<file path="src/rtl/nnseq_pkg.sv">
// Package: shared state type and helper for the network sequencing controller.
// Assumes: both layer sizes are at least 2.
package nnseq_pkg;

    typedef enum logic [2:0] {
        ST_IDLE = 3'd0,
        ST_BIAS = 3'd1,
        ST_HACC = 3'd2,
        ST_OACC = 3'd3,
        ST_DONE = 3'd4
    } nn_state_t;

    // Larger of two counts, used to size the shared address counter.
    function automatic int unsigned nn_max(input int unsigned a, input int unsigned b);
        return (a > b) ? a : b;
    endfunction

endpackage

</file>
<file path="src/rtl/nnseq_phase_cnt.sv">
// Module: phase counter that doubles as the shared address.
// Counts while in an accumulate state. Flags the last beat of the phase and
// clears itself on that beat. Assumes the state input comes from nnseq_fsm.
module nnseq_phase_cnt
    import nnseq_pkg::*;
#(
    parameter int unsigned N_IN  = 3,
    parameter int unsigned N_HID = 5,
    parameter int unsigned CW    = 3
) (
    input  logic            clk,
    input  logic            rst_n,
    input  nn_state_t       st,
    output logic [CW-1:0]   cnt,
    output logic            last
);

    localparam logic [CW-1:0] HID_END = CW'(N_IN - 1);
    localparam logic [CW-1:0] OUT_END = CW'(N_HID - 1);

    logic counting;

    // Decode the phase end from the current state and count.
    always_comb begin
        counting = (st == ST_HACC) || (st == ST_OACC);
        last     = ((st == ST_HACC) && (cnt == HID_END)) ||
                   ((st == ST_OACC) && (cnt == OUT_END));
    end

    // Advance the count inside a phase; clear it at the phase end or outside phases.
    always_ff @(posedge clk) begin
        if (!rst_n) begin
            cnt <= '0;
        end else if (counting && !last) begin
            cnt <= cnt + CW'(1);
        end else begin
            cnt <= '0;
        end
    end

endmodule

</file>
<file path="src/rtl/nnseq_fsm.sv">
// Module: state register of the sequencing controller.
// Walks idle -> bias -> hidden -> output -> done -> idle. Start matters only
// in idle. Phase ends come from nnseq_phase_cnt.
module nnseq_fsm
    import nnseq_pkg::*;
(
    input  logic      clk,
    input  logic      rst_n,
    input  logic      start,
    input  logic      last,
    output nn_state_t st
);

    nn_state_t st_nx;

    // Choose the next state.
    always_comb begin
        st_nx = st;
        unique case (st)
            ST_IDLE: if (start) st_nx = ST_BIAS;
            ST_BIAS: st_nx = ST_HACC;
            ST_HACC: if (last) st_nx = ST_OACC;
            ST_OACC: if (last) st_nx = ST_DONE;
            ST_DONE: st_nx = ST_IDLE;
            default: st_nx = ST_IDLE;
        endcase
    end

    // Hold the state, forcing idle under reset.
    always_ff @(posedge clk) begin
        if (!rst_n) st <= ST_IDLE;
        else        st <= st_nx;
    end

endmodule

</file>
<file path="src/rtl/nnseq_strobes.sv">
// Module: strobe and address decoder.
// Pure Moore decode of state and count into the layer strobes, the one-hot
// hidden output-enables and the address bus. Address is zero outside phases.
module nnseq_strobes
    import nnseq_pkg::*;
#(
    parameter int unsigned N_HID = 5,
    parameter int unsigned CW    = 3
) (
    input  nn_state_t          st,
    input  logic [CW-1:0]      cnt,
    output logic [CW-1:0]      addr,
    output logic               hid_load,
    output logic               hid_acc,
    output logic [N_HID-1:0]   hid_oe,
    output logic               out_load,
    output logic               out_acc,
    output logic               out_oe,
    output logic               done
);

    logic in_phase;

    // Layer strobes and the address bus.
    always_comb begin
        in_phase = (st == ST_HACC) || (st == ST_OACC);
        hid_load = (st == ST_BIAS);
        out_load = (st == ST_BIAS);
        hid_acc  = (st == ST_HACC);
        out_acc  = (st == ST_OACC);
        out_oe   = (st == ST_DONE);
        done     = (st == ST_DONE);
        addr     = in_phase ? cnt : '0;
    end

    // One output-enable per hidden neuron, selected by the count.
    for (genvar j = 0; j < N_HID; j++) begin : g_oe
        assign hid_oe[j] = (st == ST_OACC) && (cnt == CW'(j));
    end

endmodule

</file>
<file path="src/rtl/nnseq_ctrl.sv">
// Module: top of the network sequencing controller.
// Joins the state register, the phase counter and the strobe decoder.
// Assumes the input RAM is full before start is raised, and that every
// neuron samples the strobes at the same rising edge.
module nnseq_ctrl
    import nnseq_pkg::*;
#(
    parameter int unsigned N_IN  = 3,
    parameter int unsigned N_HID = 5,
    localparam int unsigned CW   = $clog2(nn_max(N_IN, N_HID))
) (
    input  logic             clk,
    input  logic             rst_n,
    input  logic             start,
    output logic [CW-1:0]    addr,
    output logic             hid_load,
    output logic             hid_acc,
    output logic [N_HID-1:0] hid_oe,
    output logic             out_load,
    output logic             out_acc,
    output logic             out_oe,
    output logic             done
);

    nn_state_t     st;
    logic [CW-1:0] cnt;
    logic          last;

    nnseq_fsm u_fsm (
        .clk   (clk),
        .rst_n (rst_n),
        .start (start),
        .last  (last),
        .st    (st)
    );

    nnseq_phase_cnt #(.N_IN(N_IN), .N_HID(N_HID), .CW(CW)) u_cnt (
        .clk   (clk),
        .rst_n (rst_n),
        .st    (st),
        .cnt   (cnt),
        .last  (last)
    );

    nnseq_strobes #(.N_HID(N_HID), .CW(CW)) u_dec (
        .st       (st),
        .cnt      (cnt),
        .addr     (addr),
        .hid_load (hid_load),
        .hid_acc  (hid_acc),
        .hid_oe   (hid_oe),
        .out_load (out_load),
        .out_acc  (out_acc),
        .out_oe   (out_oe),
        .done     (done)
    );

endmodule

</file>
<file path="config.mk">
export PLATFORM = sky130hd
export DESIGN_NAME = nnseq_ctrl
export DESIGN_NICKNAME = d
export VERILOG_FILES = /design/src/rtl/nnseq_pkg.sv /design/src/rtl/nnseq_phase_cnt.sv /design/src/rtl/nnseq_fsm.sv /design/src/rtl/nnseq_strobes.sv /design/src/rtl/nnseq_ctrl.sv
export SDC_FILE = /design/constraint.sdc
export NUM_CORES = 1
export LEC_CHECK = 0
export BUFFER_PORTS_ARGS = -buffer_cell sky130_fd_sc_hd__buf_2
export CAP_MARGIN = 15
export CORE_AREA = 8 8 45 47
export DETAILED_ROUTE_END_ITERATION = 7
export DIE_AREA = 0 0 53 55
export GPL_TIMING_DRIVEN = 0
export PLACE_DENSITY_LB_ADDON = 0.2
export REMOVE_ABC_BUFFERS = 1
export SLEW_MARGIN = 20
export SYNTH_ARGS = -nofsm -noshare
export SYNTH_HDL_FRONTEND = slang
export SYNTH_SLANG_ARGS = --single-unit
</file>
<file path="constraint.sdc">
create_clock -name clk -period 1.6 [get_ports clk]
set_input_delay 0.16 -clock clk [delete_from_list [all_inputs] [get_ports clk]]
set_output_delay 0.16 -clock clk [all_outputs]
set_load 0.02 [all_outputs]
</file>
# Word-level counts from Yosys, hierarchy flattened
# Index checks and enable logic that the tools add are counted.
totals:
  inputBits: 3
  elab_cells: 33
  register_bits: 6
  out_inout_bits: 14
classes:
  mux: 5
  n_eq_ne: 11
  n_reduce_logical: 14
  addsub: 1
op_table:
  columns: ["operator", "n"]
  rows:
  - ["$eq A3 B2 Y1 const B", 4]
  - ["$mux W3", 4]
  - ["$pmux W3 S4", 1]
  - ["$logic_and A1 B1 Y1", 7]
  - ["$eq A3 B1 Y1 const B", 2]
  - ["$eq A3 B3 Y1 const B", 2]
  - ["$logic_not A3 Y1", 2]
  - ["$ne A2 B1 Y1 const B", 2]
  - ["$add A3 B1 Y3 const B", 1]
  - ["$reduce_and A3 Y1", 1]
  - ["$logic_or A1 B1 Y1", 2]
  - ["$ne A2 B2 Y1 const B", 1]
  - ["$reduce_and A2 Y1", 1]
  - ["$logic_not A1 Y1", 1]

# Logic depth before layout (Yosys ltp)
# Gate-level depths: netlist (run 1).
depth:
  word_depth: 6
  ltp_mapped: 5
  ltp_nobuf: 5

# By module
# A second synthesis (run 1) with hierarchy kept.
unflattened:
  hier_cells: 50
  area_unflattened_um2: 429.2
by_module_without_submodules:
  columns: ["module", "instances", "area_each_um2", "seq_area_each_um2", "cells_each"]
  rows:
  - ["nnseq_phase_cnt", 1, 167.7, 60.1, 17]
  - ["nnseq_strobes", 1, 145.1, 0.0, 19]
  - ["nnseq_fsm", 1, 116.4, 60.1, 14]

# Least setup slack after synthesis (run 1)
# OpenSTA, ideal clock, no wires.
synth_timing:
  path_type: "register to output"
  startpoint: "reg u_fsm.st[2]"
  endpoint: "out out_load"
  arrival_ns: 1.281
  stages_incl_launch_ff: 4
  slack_ns: 0.159
  n_path_buf: 2
  required_time_ns: 1.440
  path_cell_list: "dfxtp_1 -> buf_2 -> nor3b_1 -> buf_4"
synth_via:
  elab_chain_len: 1
synth_rtl:
  columns: ["element", "line", "text"]
  rows:
  - ["start: declaration", "nnseq_fsm.sv:11", "output nn_state_t st"]
  - ["start signal: assignment", "nnseq_fsm.sv:32", "else st <= st_nx;"]
  - ["$eq A3 B1 Y1", null, null]
  - ["end: declaration", "nnseq_ctrl.sv:19", "output logic out_load,"]
# Every way passes these cells.

# Final worst setup path (run 1)
layout_timing:
  startpoint: "reg u_cnt.cnt[2]"
  endpoint: "out hid_oe[3]"
layout_via:
  elab_chain_len: 2
layout_rtl:
  columns: ["element", "line", "text"]
  rows:
  - ["start: declaration", "nnseq_phase_cnt.sv:14", "output logic [CW-1:0] cnt,"]
  - ["start signal: assignment", "nnseq_phase_cnt.sv:35", "cnt <= cnt + CW'(1);"]
  - ["$eq A3 B2 Y1", "nnseq_strobes.sv:38", "assign hid_oe[j] = (st == ST_OACC) && (cnt == CW'(j));"]
  - ["$logic_and A1 B1 Y1", "nnseq_strobes.sv:38", null]
  - ["end: declaration", "nnseq_ctrl.sv:18", "output logic [N_HID-1:0] hid_oe,"]
# Every way passes these cells.

==> results.json, run 1 <==
{
  "seq_power_share": 0.466,
  "numCtsBuffers": 3,
  "finalClockSkew_ps": 2.966,
  "wire_per_inst_um": 11.51,
  "postSynthAreaPerCell_sq_um": 8.283,
  "core_area_sq_um": 1384,
  "synth_async_sr_flop_share": 0,
  "synth.top_cells.by_area": "dfxtp_1 29%, ha_1 15%, nor3b_1 7.3%",
  "clock_latency_ps": 240,
  "antennaDiodeCount": 0,
  "synth_top_family_by_area": "simple AND/OR/NAND/NOR gates",
  "drive_gt1_frac": 0.4000,
  "endpoint": "hid_oe[3]",
  "ant_nets": 0,
  "die_w_um": 53,
  "power.leakage_nw": 0.2502,
  "hp-class": "in -> reg",
  "drc": 0,
  "p_clk_frac": 0.381,
  "cts.path.max_buffers": 2,
  "r2r_start": "u_cnt.cnt[0]$_SDFF_PN0_",
  "drt_pass1_iterations": 4,
  "path_class": "reg -> out",
  "synth_area_sq_um": 414.1,
  "status": "finished clean",
  "synthAdderAreaFrac": 0.1511,
  "cp.arrival_ps": 1360,
  "fillers": 151,
  "grt_max_degree": 10,
  "synth-xor-area-share": 0,
  "setup_violations": 0,
  "switchingPower_w": 0.00009281,
  "reg2reg_slack_ps": 330,
  "cp-end-kind": "output port",
  "cp.required_ps": 1440,
  "grtUsageTotal": 0.07225,
  "cts_sinks": 6,
  "synth_mux_area_frac": 0,
  "yosys-top-cells-count": "7 x inv_1, 6 x dfxtp_1, 6 x nor2_1",
  "p_int_w": 0.0002631,
  "ys.flop_type": "dfxtp_1",
  "grt_overflow_total": 0,
  "synth_compound_area_frac": 0.03625,
  "drt_wl_total_um": 932,
  "die_h_um": 55,
  "startpoint": "u_cnt.cnt[2]$_SDFF_PN0_",
  "yosysWarnings": 0,
  "yosysSeqAreaShare": 0.2900,
  "yosysTopAreaCellShare": 0.2900,
  "maxCapViolations": 0,
  "vias_per_cell": 4.605,
  "htree_levels": 1,
  "place.gp.congestion": 0.7203,
  "powerDensity_nw_per_um2": 687.1,
  "hold_viol": 0,
  "pin_count": 17,
  "clk_transition_reported_paths_ps": 40,
  "start_util": 0.2993,
  "syn_inst": 50,
  "seq_area_sq_um": 122.6,
  "vias": 373,
  "grt_pass1_wl_mm": 1.497,
  "crit_fanout": 7,
  "tightest_slew_ps": 275.6,
  "nets": 75,
  "fp-row-count": 14,
  "fin_crit_sh": 0.9525,
  "yosys.cell_count.top_type": "inv_1",
  "tritoncts": "built",
  "vdd_ir_drop_max_uv": 485.7,
  "ff2ff_path_depth": 5,
  "synth-simple-area-share": 0.3837,
  "dp_hpwl_um": 763.8,
  "die_area_sq_um": 2915,
  "finalCriticalPeriod_ps": 1524,
  "multiInputGateArea_sq_um": 246.5,
  "pwr-share-comb": 0.153,
  "first_global_vias": 358,
  "yosysUniqueCellTypes": 22,
  "fmax_ghz": 0.6562,
  "synth_edf_count": 0,
  "cts-root-buf": "clkbuf_4",
  "antenna_found_initial": 0,
  "finalMaxSlewViolations": 0,
  "drtIter0Drc": 5,
  "maxSlewHeadroom": 0.8160,
  "io_buffers": 16,
  "timing.hold.ws_ps": 203.1,
  "swShare": 0.2608,
  "finalPower_w": 0.0003559,
  "synth-seq-cells": 6,
  "worstSetupStartpointType": "register",
  "yosysTopAreaCell": "dfxtp_1",
  "area_delta_synth_final_pct": 25.08,
  "r2r-end": "u_cnt.cnt[0]$_SDFF_PN0_"
}
==> worst min path at each step <==
stage,start,endpoint,slack [ps],depth (start not counted)
global route,rst_n,u_fsm.st[0]$_SDFFE_PN0P_,220,3
floorplan,rst_n,u_cnt.cnt[1]$_SDFF_PN0_,300,2
finish,rst_n,u_fsm.st[0]$_SDFFE_PN0P_,200,3
detailed placement,rst_n,u_fsm.st[0]$_SDFFE_PN0P_,450,3
global placement,rst_n,u_fsm.st[0]$_SDFFE_PN0P_,450,3
CTS,rst_n,u_fsm.st[0]$_SDFFE_PN0P_,190,3
==> cells in the final DEF (no fill, tap or decap), types with 2 or more instances in the layout <==
master     n
dfxtp_2    2
nor3b_2    2
dfxtp_1    4
inv_1      7
ha_1       5
clkbuf_4   3
nor3_1     5
buf_2     16
nor3b_1    2
nor2_1     6
==> worst max-delay path, cell delays in order (launching register included) <==
cell and delay [ps]:
dfxtp_1 460, inv_1 140, ha_1 210, and3_1 160, buf_2 150
==> logic make-up (layout without fill, tap and decap cells) <==
family	Yosys count	after routing
flops	6	6
fa+ha+maj	5	5
simple gates	26	26
compound gates	2	2
buf+inv	11	26
==> power groups by stage <==
stage	Combinational, W	Sequential [W]	Clock, W
final	0.0000545	0.000166	0.000136
after global routing	0.0000612	0.000167	0.000152
after CTS	0.0000547	0.000166	0.000144
after detailed placement	0.0000545	0.000168	0
after global placement	0.0000545	0.000169	0
after floorplan	0.0000389	0.000166	0
==> what timing repair did <==
action,CTS,global route
hold endpoints to repair,0,0
hold buffers,0,0
buffers inserted,0,0
resized for setup,0,4
setup endpoints to repair,0,3
==> metal layers <==
metal / GRT usage / routed length [um] / part of all wire / up-vias
met5: 0 / 0 / 0 / -
met4: 0.02586 / 0 / 0 / 0
met3: 0.05080 / 87 / 0.093 / 0
met2: 0.1211 / 452 / 0.48 / 11
met1: 0.06870 / 392 / 0.42 / 163
li1: - / - / - / 199
==> cell type report <==
| class | instances | area share |
|---|---|---|
| Sequential cell | 6 | 0.2367 |
| Timing Repair Buffer | 16 | 0.1546 |
| Clock buffer | 3 | 0.04348 |
| Multi-Input combinational cell | 33 | 0.4758 |
| Tap cell | 16 | 0.03865 |
| Inverter | 7 | 0.05072 |
==> metrics by stage <==
stage,instance area [sq um],utilization,setup TNS (ps),worst slack [ps],instances
final,518.0,0.3743,0,76.03,81
after global placement,483.0,0.3490,0,282.2,78
after CTS,505.5,0.3653,0,20.86,81
after global routing,518.0,0.3743,-1.837,-1.837,81
after floorplan,382.9,-,0,41.75,46
after detailed placement,483.0,0.3490,0,296.5,78
==> flip-flops by register name (all words and copies together), names as in the netlist <==
signal,cells
u_cnt.cnt,3
u_fsm.st,3
Note: power is estimated with default switching activity, not from simulation.
==> inputs of run 2 (changes only) <==
--- a/config.mk
+++ b/config.mk
@@ -11,8 +11,6 @@
 export DETAILED_ROUTE_END_ITERATION = 7
 export DIE_AREA = 0 0 53 55
 export GPL_TIMING_DRIVEN = 0
-export PLACE_DENSITY_LB_ADDON = 0.2
-export REMOVE_ABC_BUFFERS = 1
 export SLEW_MARGIN = 20
 export SYNTH_ARGS = -nofsm -noshare
 export SYNTH_HDL_FRONTEND = slang
==> results.json, run 2 (same netlist as run 1, synthesis figures left out) <==
{
  "swShare": 0.2754,
  "dp_slack_ps": 318.6,
  "grt_pass1_wl_mm": 1.690,
  "vias": 395,
  "nets": 79,
  "setup_ws_ps": 79.12,
  "grt_max_degree": 10,
  "reg2reg_slack_ps": 330,
  "cts-root-buf": "clkbuf_4",
  "rsz0062_at_grt": "no",
  "drive_gt1_frac": 0.4348,
  "post_cts_buffers": 0,
  "utilization": 0.4069,
  "worstSetupStartpointType": "register",
  "tns_ps": 0,
  "core_area_sq_um": 1384,
  "final_common_cell": "buf_2",
  "cts_sinks": 6,
  "cp.arrival_ps": 1360,
  "vdd_ir_drop_max_uv": 391.8,
  "power.leakage_nw": 0.2834,
  "fmax_ghz": 0.6575,
  "htree_levels": 1,
  "cp-end-kind": "output port",
  "ff2ff_path_depth": 5,
  "die_w_um": 53,
  "antenna_found_initial": 0,
  "die_h_um": 55,
  "io_buffers": 16,
  "finalMaxSlewViolations": 0,
  "start_util": 0.2993,
  "tightest_slew_ps": 274.9,
  "numCtsBuffers": 3,
  "r2r_start": "u_cnt.cnt[0]$_SDFF_PN0_",
  "finalClockSkew_ps": 2.476,
  "drtIter0Drc": 2,
  "crit_fanout": 7,
  "area_delta_synth_final_pct": 35.95,
  "switchingPower_w": 0.0001028,
  "cp.required_ps": 1440,
  "design_area_sq_um": 563.0,
  "place.gp.congestion": 0.7531,
  "dp_hpwl_um": 782,
  "seq_power_share": 0.434,
  "finalPower_w": 0.0003734,
  "p_clk_frac": 0.383,
  "powerDensity_nw_per_um2": 663.2,
  "antennaDiodeCount": 0,
  "fin_crit_sh": 0.9506,
  "status": "finished clean",
  "die_area_sq_um": 2915,
  "fp-row-count": 14,
  "drt_wl_total_um": 965,
  "grt_overflow_total": 0,
  "maxSlewHeadroom": 0.8165,
  "tritoncts": "built",
  "syn-num-nets": 58,
  "clk_transition_reported_paths_ps": 50,
  "cts_hold_repair.buffers": 0,
  "hp-class": "in -> reg",
  "pin_count": 17,
  "finalCriticalPeriod_ps": 1521,
  "placed_area_sq_um": 514.2,
  "endpoint": "hid_oe[3]",
  "fillers": 145,
  "drc": 0,
  "drt_pass1_iterations": 3,
  "p_int_w": 0.0002706,
  "r2r-end": "u_cnt.cnt[1]$_SDFF_PN0_",
  "path_class": "reg -> out",
  "ant_nets": 0,
  "pwr-share-comb": 0.184,
  "setup_violations": 0,
  "final_cell_mix": "15 x buf_2, 7 x inv_1, 6 x nor2_1",
  "reg_top3": "u_cnt.cnt: 3 flops, u_fsm.st: 3 flops",
  "vias_per_cell": 4.647,
  "hold_viol": 0,
  "first_global_vias": 388,
  "clock_latency_ps": 250,
  "grtUsageTotal": 0.08042,
  "wire_per_inst_um": 11.35,
  "startpoint": "u_cnt.cnt[2]$_SDFF_PN0_",
  "maxCapViolations": 0,
  "cts.path.max_buffers": 2
}
==> run 2: cell type report <==
type / count / area (sq um) / area share
clock buffers: 3 / 22.52 / 0.04000
plain buffers: 4 / 31.28 / 0.05556
flip-flops and latches: 6 / 121.4 / 0.2156
inverters: 7 / 26.28 / 0.04667
well taps: 16 / 20.02 / 0.03556
multi-input cells: 33 / 256.5 / 0.4556
repair buffers: 16 / 85.08 / 0.1511
==> run 2: critical path: stages, from the launching register on <==
cell,delay [ps]
dfxtp_1,470
inv_1,130
ha_1,210
and3_1,160
buf_2,150
==> run 2: power groups by stage <==
stage                     Clock (W)  Sequential, W  Combinational (W)
after CTS                  0.000148       0.000161          0.0000663
after global placement            0       0.000164          0.0000656
final                      0.000143       0.000162          0.0000687
after global routing       0.000161       0.000162          0.0000773
after floorplan                   0       0.000163          0.0000491
after detailed placement          0       0.000164          0.0000660
==> run 2: how the worst min path moves through the flow <==
stage | start | end | cells after the start
6_report | rst_n | u_fsm.st[0]$_SDFFE_PN0P_ | 3
5_1_grt | rst_n | u_cnt.cnt[1]$_SDFF_PN0_ | 3
4_1_cts | rst_n | u_fsm.st[0]$_SDFFE_PN0P_ | 3
3_5_place_dp | rst_n | u_fsm.st[0]$_SDFFE_PN0P_ | 3
3_3_place_gp | rst_n | u_fsm.st[0]$_SDFFE_PN0P_ | 3
2_1_floorplan | rst_n | u_cnt.cnt[1]$_SDFF_PN0_ | 2
==> run 2: what timing repair did <==
item	CTS	global route
resized for setup	0	7
hold endpoints to repair	0	0
endpoints found under the setup margin	0	3
==> run 2: metrics by stage <==
stage / hold slack, ps / instances
floorplan: 302.8 / 50
global placement: 448.2 / 82
detailed placement: 451.4 / 82
CTS: 196.4 / 85
global route: 228.1 / 85
finish: 195.0 / 85
==> run 2: per-layer routing <==
metal  share of wire  routed length [um]  track usage
met5               0                   0            0
met4           0.020                  19      0.05172
met3           0.096                  93      0.04011
met2            0.52                 505       0.1309
met1            0.36                 347      0.08079
==> inputs of run 3 (changes only) <==
--- a/config.mk
+++ b/config.mk
@@ -7,10 +7,13 @@
 export LEC_CHECK = 0
 export BUFFER_PORTS_ARGS = -buffer_cell sky130_fd_sc_hd__buf_2
 export CAP_MARGIN = 15
-export CORE_AREA = 8 8 45 47
+export CELL_PAD_IN_SITES_DETAIL_PLACEMENT = 0
+export CELL_PAD_IN_SITES_GLOBAL_PLACEMENT = 1
+export CORE_MARGIN = 8
+export CORE_UTILIZATION = 31
 export DETAILED_ROUTE_END_ITERATION = 7
-export DIE_AREA = 0 0 53 55
 export GPL_TIMING_DRIVEN = 0
+export PLACE_DENSITY_LB_ADDON = 0.1
 export SLEW_MARGIN = 20
 export SYNTH_ARGS = -nofsm -noshare
 export SYNTH_HDL_FRONTEND = slang
==> results.json, run 3 (same netlist as run 1, synthesis figures left out) <==
{
  "r2r-end": "u_cnt.cnt[0]$_SDFF_PN0_",
  "dp_slack_ps": 309.9,
  "reg_top3": "u_cnt.cnt: 3 flops, u_fsm.st: 3 flops",
  "antenna_found_initial": 0,
  "cp.required_ps": 1440,
  "grt_pass1_wl_mm": 1.524,
  "grtUsageTotal": 0.07666,
  "power.leakage_nw": 0.2825,
  "fmax_ghz": 0.6592,
  "htree_levels": 1,
  "globalRouteMet1Util": 0.07223,
  "worstSetupStartpointType": "register",
  "grt_max_degree": 10,
  "reg2reg_slack_ps": 310,
  "ant_nets": 0,
  "drt_wl_total_um": 950,
  "slowest_stage": "dfxtp_1",
  "first_global_vias": 379,
  "cts-root-buf": "clkbuf_4",
  "tritoncts": "built",
  "min_to": "u_cnt.cnt[1]$_SDFF_PN0_",
  "path_class": "reg -> out",
  "crit_fanout": 6,
  "die_w_um": 52.55,
  "tns_ps": 0,
  "place.gp.congestion": 0.6927,
  "drive_gt1_frac": 0.4058,
  "powerDensity_nw_per_um2": 664.5,
  "final_cell_mix": "15 x buf_2, 7 x inv_1, 6 x nor2_1, 6 x dfxtp_1",
  "setup_ws_ps": 82.90,
  "hold_start": "rst_n",
  "hold_viol": 0,
  "fillers": 140,
  "drt_pass1_iterations": 4,
  "setup_violations": 0,
  "nets": 79,
  "finalPower_w": 0.0003692,
  "grt_overflow_total": 0,
  "vias_per_cell": 4.536,
  "cts_sinks": 6,
  "final_common_cell": "buf_2",
  "vias": 381,
  "critical_path_cell_count": 4,
  "max_stage_delay_ps": 410,
  "cts.path.max_buffers": 2,
  "ff2ff_path_depth": 5,
  "design_area_sq_um": 555.5,
  "dp_hpwl_um": 765.9,
  "finalClockSkew_ps": 0.9358,
  "maxSlewHeadroom": 0.7578,
  "vdd_ir_drop_max_uv": 534.6,
  "clock_latency_ps": 240,
  "start_util": 0.3264,
  "grt_util_met3": 0.06818,
  "crit_buf_inv": 1,
  "wire_per_inst_um": 11.31,
  "fp-row-count": 13,
  "core_area_sq_um": 1269,
  "busiest_layer": "met2",
  "cp.arrival_ps": 1360,
  "crit_path_cell_trace": "nor2b_4 > nand2_4 > nor3b_1 > buf_2",
  "maxCapViolations": 0,
  "hold_depth": 3,
  "drtIter0Drc": 6,
  "numCtsBuffers": 3,
  "fin_crit_sh": 0.9482,
  "finalMaxSlewViolations": 0,
  "met2_usage": 0.1186,
  "status": "finished clean",
  "die_h_um": 52.55,
  "clk_transition_reported_paths_ps": 40,
  "cp-end-kind": "output port",
  "syn-num-nets": 58,
  "r2r_start": "u_cnt.cnt[0]$_SDFF_PN0_",
  "pin_count": 17,
  "hp-class": "in -> reg",
  "area_delta_synth_final_pct": 34.14,
  "critPathTopFamily": "simple AND/OR/NAND/NOR gates",
  "io_buffers": 16,
  "rsz0062_at_grt": "no",
  "die_area_sq_um": 2762,
  "tightest_slew_ps": 362.7,
  "placed_area_sq_um": 513.0,
  "finalCriticalPeriod_ps": 1517,
  "antennaDiodeCount": 0,
  "drc": 0
}
## run 3: how the worst max path moves through the flow
stage	start	end	slack (ps)
floorplan	u_fsm.st[2]$_SDFFE_PN0P_	out_load	160
global placement	u_cnt.cnt[0]$_SDFF_PN0_	u_cnt.cnt[0]$_SDFF_PN0_	310
detailed placement	u_fsm.st[1]$_SDFFE_PN0P_	hid_oe[2]	310
CTS	u_fsm.st[1]$_SDFFE_PN0P_	hid_oe[2]	40
global route	u_fsm.st[1]$_SDFFE_PN0P_	hid_oe[1]	0.9
finish	u_fsm.st[1]$_SDFFE_PN0P_	hid_oe[1]	80
## run 3: routing by layer
metal / vias to the layer above / wire length (um) / part of all wire
li1: 204 / - / -
met1: 164 / 396 / 0.42
met2: 13 / 438 / 0.46
met3: 0 / 114 / 0.12
met4: 0 / 0 / 0
met5: - / 0 / 0
## run 3: report_power, final
group	leakage, nW	switching, W	total (W)	internal, W
Combinational	0.220	0.0000404	0.0000719	0.0000314
Clock	0.0138	0.0000510	0.000136	0.0000846
Sequential	0.0488	0.00000569	0.000162	0.000156
## run 3: through the flow
stage               cells    util  hold WS [ps]
floorplan              50       -         302.8
global placement       81  0.4043         450.2
detailed placement     81  0.4043         454.5
CTS                    84  0.4221         199.3
global route           84  0.4379         218.0
finish                 84  0.4379         211.1
## run 3: timing repair
item,4_1_cts,5_1_grt
resized for setup,0,4
hold buffers,0,0
endpoints found under the setup margin,0,3
setup buffers,0,1
## run 3: area by class of cell
| type | instances | area, sq um | share of cell area |
|---|---|---|---|
| clock buffers | 3 | 22.52 | 0.04054 |
| repair buffers | 17 | 90.09 | 0.1622 |
| inverters | 7 | 26.28 | 0.04730 |
| multi-input cells | 33 | 251.5 | 0.4527 |
| flip-flops and latches | 6 | 120.1 | 0.2162 |
| well taps | 15 | 18.77 | 0.03378 |
| plain buffers | 3 | 26.28 | 0.04730 |
## run 3: worst reg2reg max path: stages, from the launching register on
cell and delay [ps]:
dfxtp_1 330, inv_1 110, ha_1 200, or3b_1 370, nand4_2 130, nor2_1 50
